===== config.mk =====
export PLATFORM = sky130hd
export DESIGN_NAME = dram_sram_bridge
export DESIGN_NICKNAME = d
export VERILOG_FILES = /design/src/rtl/dsb_pkg.sv /design/src/rtl/dsb_sync.sv /design/src/rtl/dsb_edge.sv /design/src/rtl/dsb_seq.sv /design/src/rtl/dram_sram_bridge.sv
export SDC_FILE = /design/constraint.sdc
export NUM_CORES = 1
export LEC_CHECK = 0
export CAP_MARGIN = 20
export CORE_MARGIN = 3
export CORE_UTILIZATION = 43
export DETAILED_ROUTE_END_ITERATION = 12
export HOLD_SLACK_MARGIN = 0.08
export PLACE_DENSITY_LB_ADDON = 0.12
export SYNTH_ARGS = -nofsm -noshare
export SYNTH_HDL_FRONTEND = slang
export SYNTH_SLANG_ARGS = --single-unit
export TNS_END_PERCENT = 10

===== constraint.sdc =====
create_clock -name clk -period 1.5 [get_ports clk]
set_clock_uncertainty 0.05 [all_clocks]
set_input_delay 0.3 -clock clk [delete_from_list [all_inputs] [get_ports clk]]
set_output_delay 0.3 -clock clk [all_outputs]
set_load 0.005 [all_outputs]

===== src/rtl/dsb_pkg.sv =====
package dsb_pkg;
  localparam int ROW_W = 9;
  localparam int COL_W = 9;
  localparam int ADDR_W = ROW_W + COL_W;

  typedef struct packed {
    logic             ras_n;
    logic             casu_n;
    logic             casl_n;
    logic             we_n;
    logic [COL_W-1:0] addr;
  } dram_bus_t;

  localparam int BUS_W = $bits(dram_bus_t);
  localparam dram_bus_t BUS_IDLE = '{ras_n: 1'b1, casu_n: 1'b1, casl_n: 1'b1,
                                     we_n: 1'b1, addr: '0};
endpackage


===== src/rtl/dsb_sync.sv =====
module dsb_sync #(
  parameter int WIDTH = 1,
  parameter int STAGES = 2,
  parameter logic [WIDTH-1:0] RST_VAL = '0
) (
  input  logic             clk,
  input  logic             rst_n,
  input  logic [WIDTH-1:0] d,
  output logic [WIDTH-1:0] q
);
  logic [WIDTH-1:0] stage_q [STAGES];

  genvar gi;
  generate
    for (gi = 0; gi < STAGES; gi++) begin : g_stage
      logic [WIDTH-1:0] stage_d;
      if (gi == 0) begin : g_first
        assign stage_d = d;
      end else begin : g_next
        assign stage_d = stage_q[gi-1];
      end
      always_ff @(posedge clk or negedge rst_n) begin
        if (!rst_n) stage_q[gi] <= RST_VAL;
        else        stage_q[gi] <= stage_d;
      end
    end
  endgenerate

  assign q = stage_q[STAGES-1];
endmodule


===== src/rtl/dsb_edge.sv =====
module dsb_edge (
  input  logic clk,
  input  logic rst_n,
  input  dsb_pkg::dram_bus_t cur,
  output logic ras_fall,
  output logic casu_fall,
  output logic casl_fall
);
  logic [2:0] prev_q;

  always_ff @(posedge clk or negedge rst_n) begin
    if (!rst_n) prev_q <= 3'b111;
    else        prev_q <= {cur.ras_n, cur.casu_n, cur.casl_n};
  end

  assign ras_fall  = prev_q[2] & ~cur.ras_n;
  assign casu_fall = prev_q[1] & ~cur.casu_n;
  assign casl_fall = prev_q[0] & ~cur.casl_n;
endmodule


===== src/rtl/dsb_seq.sv =====
module dsb_seq (
  input  logic clk,
  input  logic rst_n,
  input  dsb_pkg::dram_bus_t cur,
  input  logic ras_fall,
  input  logic casu_fall,
  input  logic casl_fall,
  output logic [dsb_pkg::ADDR_W-1:0] sram_addr,
  output logic sram_ce_n,
  output logic sram_oe_n,
  output logic sram_we_n,
  output logic sram_ub_n,
  output logic sram_lb_n
);
  import dsb_pkg::*;

  logic             first_q, first_d;
  logic             act_q, act_d;
  logic             wr_q, wr_d;
  logic             ub_q, ub_d;
  logic             lb_q, lb_d;
  logic [ROW_W-1:0] row_q, row_d;
  logic [COL_W-1:0] col_q, col_d;
  logic             any_cas_fall;
  logic             col_take;

  assign any_cas_fall = casu_fall | casl_fall;
  assign col_take     = ~cur.ras_n & first_q & any_cas_fall;

  always_comb begin
    first_d = first_q;
    act_d   = act_q;
    wr_d    = wr_q;
    row_d   = row_q;
    col_d   = col_q;
    if (cur.ras_n) begin
      first_d = 1'b0;
      act_d   = 1'b0;
    end else if (ras_fall) begin
      row_d   = cur.addr;
      first_d = cur.casu_n & cur.casl_n;
    end else if (col_take) begin
      col_d = cur.addr;
      wr_d  = ~cur.we_n;
      act_d = 1'b1;
    end
    ub_d = act_d & ~cur.casu_n;
    lb_d = act_d & ~cur.casl_n;
  end

  always_ff @(posedge clk or negedge rst_n) begin
    if (!rst_n) begin
      first_q <= 1'b0;
      act_q   <= 1'b0;
      wr_q    <= 1'b0;
      ub_q    <= 1'b0;
      lb_q    <= 1'b0;
      row_q   <= '0;
      col_q   <= '0;
    end else begin
      first_q <= first_d;
      act_q   <= act_d;
      wr_q    <= wr_d;
      ub_q    <= ub_d;
      lb_q    <= lb_d;
      row_q   <= row_d;
      col_q   <= col_d;
    end
  end

  assign sram_addr = {row_q, col_q};
  assign sram_ce_n = ~act_q;
  assign sram_oe_n = ~(act_q & ~wr_q);
  assign sram_we_n = ~(act_q & wr_q);
  assign sram_ub_n = ~ub_q;
  assign sram_lb_n = ~lb_q;

  // row half follows the address seen at the row strobe fall
  assert_row_capture_R2: assert property (@(posedge clk) disable iff (!rst_n)
    ras_fall |=> (row_q == $past(cur.addr)));
  // column half taken when an access starts
  assert_col_capture_R3: assert property (@(posedge clk) disable iff (!rst_n)
    $rose(act_q) |-> (col_q == $past(cur.addr)));
  // an access begins only after a row-first condition
  assert_access_order_R4: assert property (@(posedge clk) disable iff (!rst_n)
    $rose(act_q) |-> $past(first_q));
  // no access without a column strobe fall under a low row strobe
  assert_needs_cas_R6: assert property (@(posedge clk) disable iff (!rst_n)
    $rose(act_q) |-> ($past(any_cas_fall) && !$past(cur.ras_n)));
  // byte lanes only inside an access
  assert_lane_in_access_R7: assert property (@(posedge clk) disable iff (!rst_n)
    (ub_q || lb_q) |-> act_q);
  // row strobe high ends the access on the next clock
  assert_ras_release_R9: assert property (@(posedge clk) disable iff (!rst_n)
    cur.ras_n |=> (sram_ce_n && sram_ub_n && sram_lb_n && !first_q));
endmodule


===== src/rtl/dram_sram_bridge.sv =====
module dram_sram_bridge #(
  parameter int SYNC_STAGES = 2
) (
  input  logic        clk,
  input  logic        rst_n,
  input  logic        dram_ras_n,
  input  logic        dram_casu_n,
  input  logic        dram_casl_n,
  input  logic        dram_we_n,
  input  logic [8:0]  dram_addr,
  output logic [17:0] sram_addr,
  output logic        sram_ce_n,
  output logic        sram_oe_n,
  output logic        sram_we_n,
  output logic        sram_ub_n,
  output logic        sram_lb_n
);
  import dsb_pkg::*;

  dram_bus_t raw_bus, cur_bus;
  logic [BUS_W-1:0] cur_vec;
  logic ras_fall, casu_fall, casl_fall;

  assign raw_bus = '{ras_n: dram_ras_n, casu_n: dram_casu_n,
                     casl_n: dram_casl_n, we_n: dram_we_n, addr: dram_addr};

  dsb_sync #(.WIDTH(BUS_W), .STAGES(SYNC_STAGES), .RST_VAL(BUS_IDLE)) u_sync (
    .clk(clk), .rst_n(rst_n), .d(raw_bus), .q(cur_vec));

  assign cur_bus = cur_vec;

  dsb_edge u_edge (
    .clk(clk), .rst_n(rst_n), .cur(cur_bus),
    .ras_fall(ras_fall), .casu_fall(casu_fall), .casl_fall(casl_fall));

  dsb_seq u_seq (
    .clk(clk), .rst_n(rst_n), .cur(cur_bus),
    .ras_fall(ras_fall), .casu_fall(casu_fall), .casl_fall(casl_fall),
    .sram_addr(sram_addr), .sram_ce_n(sram_ce_n), .sram_oe_n(sram_oe_n),
    .sram_we_n(sram_we_n), .sram_ub_n(sram_ub_n), .sram_lb_n(sram_lb_n));

  // read and write enables never both active
  assert_rw_exclusive_R8: assert property (@(posedge clk) disable iff (!rst_n)
    !(!sram_oe_n && !sram_we_n));
  // strobes low only while chip enable is low
  assert_strobe_needs_ce_R5: assert property (@(posedge clk) disable iff (!rst_n)
    (!sram_oe_n || !sram_we_n) |-> !sram_ce_n);
endmodule


* Word-level counts from Yosys, hierarchy flattened
Cells that the tools add are included.
** Storage, ports and cells
- Register bits :: 52
- Latch bits :: 0
- Memory bits (writable) :: 0
- Bits in read-only memories :: 0
- Input port bits :: 15
- Output and inout port bits :: 23
- Word-level logic and storage cells :: 40
- Memories kept :: 0
** Cells by class
- $add $sub $neg :: 0
- $mul :: 0
- Divide/modulo/power cells :: 0
- $lt $le $gt $ge :: 0
- Equality and inequality tests :: 0
- Shifts and indexed selects :: 0
- Muxes and demuxes :: 5
- Bitwise logic cells :: 22
- Reductions and logical operators :: 3
** Operators by type and width (number)
- $not 1->1 :: 11
- $and 1x1->1 :: 10
- $mux 1 :: 5
- $reduce_and 3->1 :: 1
- $reduce_and 2->1 :: 1
- $reduce_bool 2->1 :: 1
- $or 1x1->1 :: 1

* Depth between registers and ports, before layout
- Word-level depth :: 8
- Depth in mapped cells :: 4
- Gate-level depth less buffers :: 3

* Modules after synthesis
Synthesis repeated with hierarchy kept, for this count alone.
** Second synthesis, totals
- Cells, all modules :: 93
- Area total of the unflattened synthesis :: 1706.6 µm²
** By module, submodules not included
- dsb_seq :: instances 1, cells each 61, area each 925.9 µm², sequential area each 575.6 µm²
- dsb_sync :: instances 1, cells each 26, area each 660.6 µm², sequential area each 660.6 µm²
- dsb_edge :: instances 1, cells each 6, area each 120.1 µm², sequential area each 78.8 µm²

* Worst setup path after synthesis
OpenSTA, ideal clock, no wires.
- Path kind :: flip-flop to flip-flop
- From :: reg u_sync.stage_q, in the netlist u_sync.q[10]
- To :: reg u_seq.col_q[0]
- Library setup time :: 125 ps
- Arrival :: 1266 ps
- Required time :: 1325 ps
- Setup slack :: 59 ps
- Cell stages (with the launch flop) :: 5
- Buffers on the path :: 1
- Period minus slack after synthesis :: 1441 ps
- Cells stage by stage :: dfstp_2 > nor2b_1 > o21ai_2 > buf_6 > mux2_4
** On the way
- Cells in the longest elaborated chain, start to end :: 5
** Ends and longest elaborated chain
- start, declared :: RTL line dsb_sync.sv:11 : logic [WIDTH-1:0] stage_q [STAGES];
- start signal, assigned by index :: RTL line dsb_sync.sv:24 : else stage_q[gi] <= stage_d;
- $not 1->1 :: RTL line dsb_edge.sv:18 : assign casl_fall = prev_q[0] & ~cur.casl_n;
- $and 1x1->1 :: RTL line dsb_edge.sv:18
- $or 1x1->1 :: RTL line dsb_seq.sv:27 : assign any_cas_fall = casu_fall | casl_fall;
- $and 1x1->1 :: RTL line dsb_seq.sv:28 : assign col_take = ~cur.ras_n & first_q & any_cas_fall;
- $reduce_and 3->1 (no source line)
- end signal, assigned :: RTL line dsb_seq.sv:67 : col_q <= col_d;
- end, declared :: RTL line dsb_seq.sv:23 : logic [COL_W-1:0] col_q, col_d;
Every way passes these cells.
A chain may end at the register's enable or synchronous reset.

* Worst setup path after layout
- From :: reg u_sync.stage_q, in the netlist u_sync.q[11]
- To :: reg u_seq.col_q[6]
** On the way
- Cells in the longest elaborated chain, start to end :: 5
** Ends and longest elaborated chain
- $not 1->1 :: RTL line dsb_edge.sv:17 : assign casu_fall = prev_q[1] & ~cur.casu_n;
- $and 1x1->1 :: RTL line dsb_edge.sv:17
- $or 1x1->1 :: RTL line dsb_seq.sv:27
- $and 1x1->1 :: RTL line dsb_seq.sv:28
- $reduce_and 3->1 (no source line)
Every way passes these cells.

==> summary.md <==
| Metric | Value |
|---|---|
| Status | `completed` |
| CP bufs+invs | `1` |
| Mean Syn Cell Area | `15.3 µm²` |
| Grt total ovfl | `0` |
| Pwr Total | `0.00286 W` |
| Core area | `0.00369 mm²` |
| CTS Sinks | `52` |
| Setup TNS | `0 ps` |
| Area grow syn2layout | `34.7%` |
| CP Cell Sequence | `nor2b_1 > o21ai_2 > buf_6 > mux2_1` |
| DRT Pass-1 Iters | `3` |
| Sequential fraction of the synthesis area | `78.8%` |
| Crit path max-delay cell type | `dfstp_2` |
| Final Critical Period | `1430 ps` |
| Reg-to-reg slack, setup | `70 ps` |
| Synthesized flop and latch total | `52` |
| Vias in the first global route | `roughly 950` |
| CP Launch Type | `register` |
| Num ports | `38` |
| CTS buffer count | `5` |
| Mapped Nets | `124` |
| Slowest Stage Delay on Critical Path | `550 ps` |
| Detailed-route DRC error count | `0` |
| Fin cells | `206` |
| Drt first-iter violations | `54` |
| Register Area | `0.00132 mm²` |
| Worst slew pin tran | `just under 400 ps` |
| Placed Cells | `between 150 and 200` |
| Crit path capture type | `register` |
| Synthesized instance count | `109` |
| Final hold vios | `0` |
| CP arrival | `1570 ps` |
| Die Width | `68.3 µm` |
| Row count | `22` |
| Util after Layout | `about three fifths` |
| CP Max Fanout | `6` |
| First-pass GRT wire length | `between 4000 and 5000 µm` |
| Max-slew violation count | `0` |
| ANT nets after route | `0` |
| Setup violators final | `0` |
| Die H | `68.3 µm` |
| Final Wtd Congestion | `0.781` |
| Critical Path RT | `about 1600 ps` |
| H-tree Lvls | `2` |
| Slew headroom | `between 70% and 80%` |
| Vias per Instance | `4.43` |
| Synthesized area | `roughly 0.0017 mm²` |
| CTS Buffer Depth | `2` |
| Maximum VDD drop | `628 µV` |
| Multi-input gate area | `319 µm²` |
| Per-cell routed wire length | `13.1 µm` |
| HP Class | `reg -> reg` |
| Final WL | `2690 µm` |
| Synth warn | `0` |
| Initial core utilization | `45.2%` |
| Cell Pwr Density | `1270 mW/mm²` |
| DP HPWL | `1870 µm` |
| Worst-path clk slew | `80 ps` |
| Routed vias | `between 900 and 1000` |
| Static Leak | `about 1.1 nW` |
| Max Fclk | `697 MHz` |
| Clock root buffer master | `clkbuf_8` |
| Ratio of cells with drive above 1 in the final layout | `22.2%` |
| Max_cap viols | `0` |
| Fill count | `297` |
| Total track usage | `13.0%` |
| TritonCTS clock tree | `done` |
| Port buffer count | `37` |
| Post-Place Setup Slack | `60.4 ps` |
| Area of the die | `0.00466 mm²` |
| Largest net degree at the start of global routing | `53` |
| Top delay family on crit path | `flip-flops` |
| Ant. Diodes | `0` |
| Setup ws final | `between 60 and 70 ps` |
| Netlist cell types | `16` |
| Crit Path Category | `reg -> reg` |
| Worst-Skew Late Latency | `between 200 and 300 ps` |
| Period utilisation layout | `between 90% and 100%` |
| Initial antenna violation count | `0` |
| Nets | `between 150 and 200` |
==> report_power, final <==
part | switching [W] | total [W] | internal [W] | leakage, nW
Combinational | 0.000107 | 0.000274 | 0.000167 | 0.422
Clock | 0.000412 | 0.00100 | 0.000588 | 0.0645
Sequential | 0.0000575 | 0.00158 | 0.00153 | 0.625
Total | 0.000577 | 0.00286 | 0.00228 | 1.11
==> what timing repair did <==
action,4_1_cts,5_1_grt
pin swaps,0,1
hold endpoints to repair,41,0
hold buffers,1,0
resized for setup,23,2
endpoints found under the setup margin,23,6
setup buffers,1,1
==> kinds of logic (layout without fill, tap and decap cells) <==
logic type / Yosys count / count (layout) / synth area share [%]
AOI/OAI and AO/OA: 4 / 4 / 1.65
and+or+nand+nor: 36 / 36 / 9.45
DFF: 52 / 52 / 78.8
buffers and inverters: 7 / 56 / 2.03
muxes: 10 / 10 / 8.03
==> area by class of cell <==
type                       count  area share (%)
sequential                    52            58.5
timing repair buffer          44            18.3
multi-input combinational     50            14.2
clock buffer                   7            4.29
tap                           48            2.67
clock inverter                 1            1.34
inverter                       4           0.668
==> metal layers <==
metal	GRT usage, %	part of all wire (%)	vias up
li1	-	-	435
met1	15.4	43	447
met2	21.1	50	27
met3	5.25	5.8	4
met4	5.21	1.0	0
met5	0	0	-
==> per-stage QoR <==
stage | hold slack [ps] | area, µm²
after floorplan | -45.6 | 1670
after global placement | 256 | 2120
after detailed placement | 260 | 2120
after CTS | 307 | 2230
after global routing | 313 | 2250
final | 304 | 2250
==> registers in the layout, indices dropped and copies added (netlist names) <==
name                    cells
u_edge.prev_q               3
u_seq.act_q                 1
u_seq.col_q                 9
u_seq.first_q               1
u_seq.lb_q                  1
u_seq.row_q                 9
u_seq.ub_q                  1
u_seq.wr_q                  1
u_sync.g_stage.stage_d     13
u_sync.q                   13
==> worst paths after layout <==
check                                                           to                              startpoint  cells past startpoint
min in group asynchronous               u_seq.row_q[4]$_DFFE_PN0P_                                   rst_n                      3
setup / recovery                        u_seq.col_q[6]$_DFFE_PN0P_                  u_sync.q[11]$_DFF_PN1_                      4
hold reg to reg                              u_sync.q[0]$_DFF_PN0_  u_sync.g_stage[1].stage_d[0]$_DFF_PN0_                      0
max in group asynchronous  u_sync.g_stage[1].stage_d[12]$_DFF_PN1_                                   rst_n                      3
hold / removal                               u_sync.q[0]$_DFF_PN0_  u_sync.g_stage[1].stage_d[0]$_DFF_PN0_                      0
setup reg to reg                        u_seq.col_q[6]$_DFFE_PN0P_                  u_sync.q[11]$_DFF_PN1_                      4
==> cells in the mapped netlist <==
library cell	count	share of area (%)
nor3b_2	1	0.75
clkbuf_1	2	0.45
a21oi_1	2	0.60
mux2_1	3	2.0
or2b_1	1	0.45
a31o_2	1	0.53
nand2_1	30	6.8
mux2_4	6	5.4
nor2b_1	3	1.1
buf_6	1	0.68
inv_1	4	0.90
dfrtp_1	41	62
mux2i_1	1	0.60
nand2b_1	1	0.38
dfstp_2	11	17
o21ai_2	1	0.53
==> cell usage in the layout (no fill, tap or decap) <==
| master | instances |
|---|---|
| dfrtp_1 | 41 |
| nand2_1 | 30 |
| dlygate4sd2_1 | 23 |
| clkdlybuf4s50_1 | 13 |
| dfstp_2 | 11 |
| clkbuf_8 | 7 |
| mux2_4 | 6 |
| inv_1 | 4 |
| nor2b_1 | 3 |
| mux2_1 | 3 |
| buf_4 | 3 |
| a21oi_1 | 2 |
| buf_6 | 2 |
| nor3b_2 | 1 |
| o21ai_2 | 1 |
| nand2b_1 | 1 |
| or2b_1 | 1 |
| mux2i_1 | 1 |
| a31o_2 | 1 |
| bufinv_16 | 1 |
| dlygate4sd3_1 | 1 |
| buf_2 | 1 |
| buf_12 | 1 |
No activity file was read; power rests on OpenSTA's default activity.
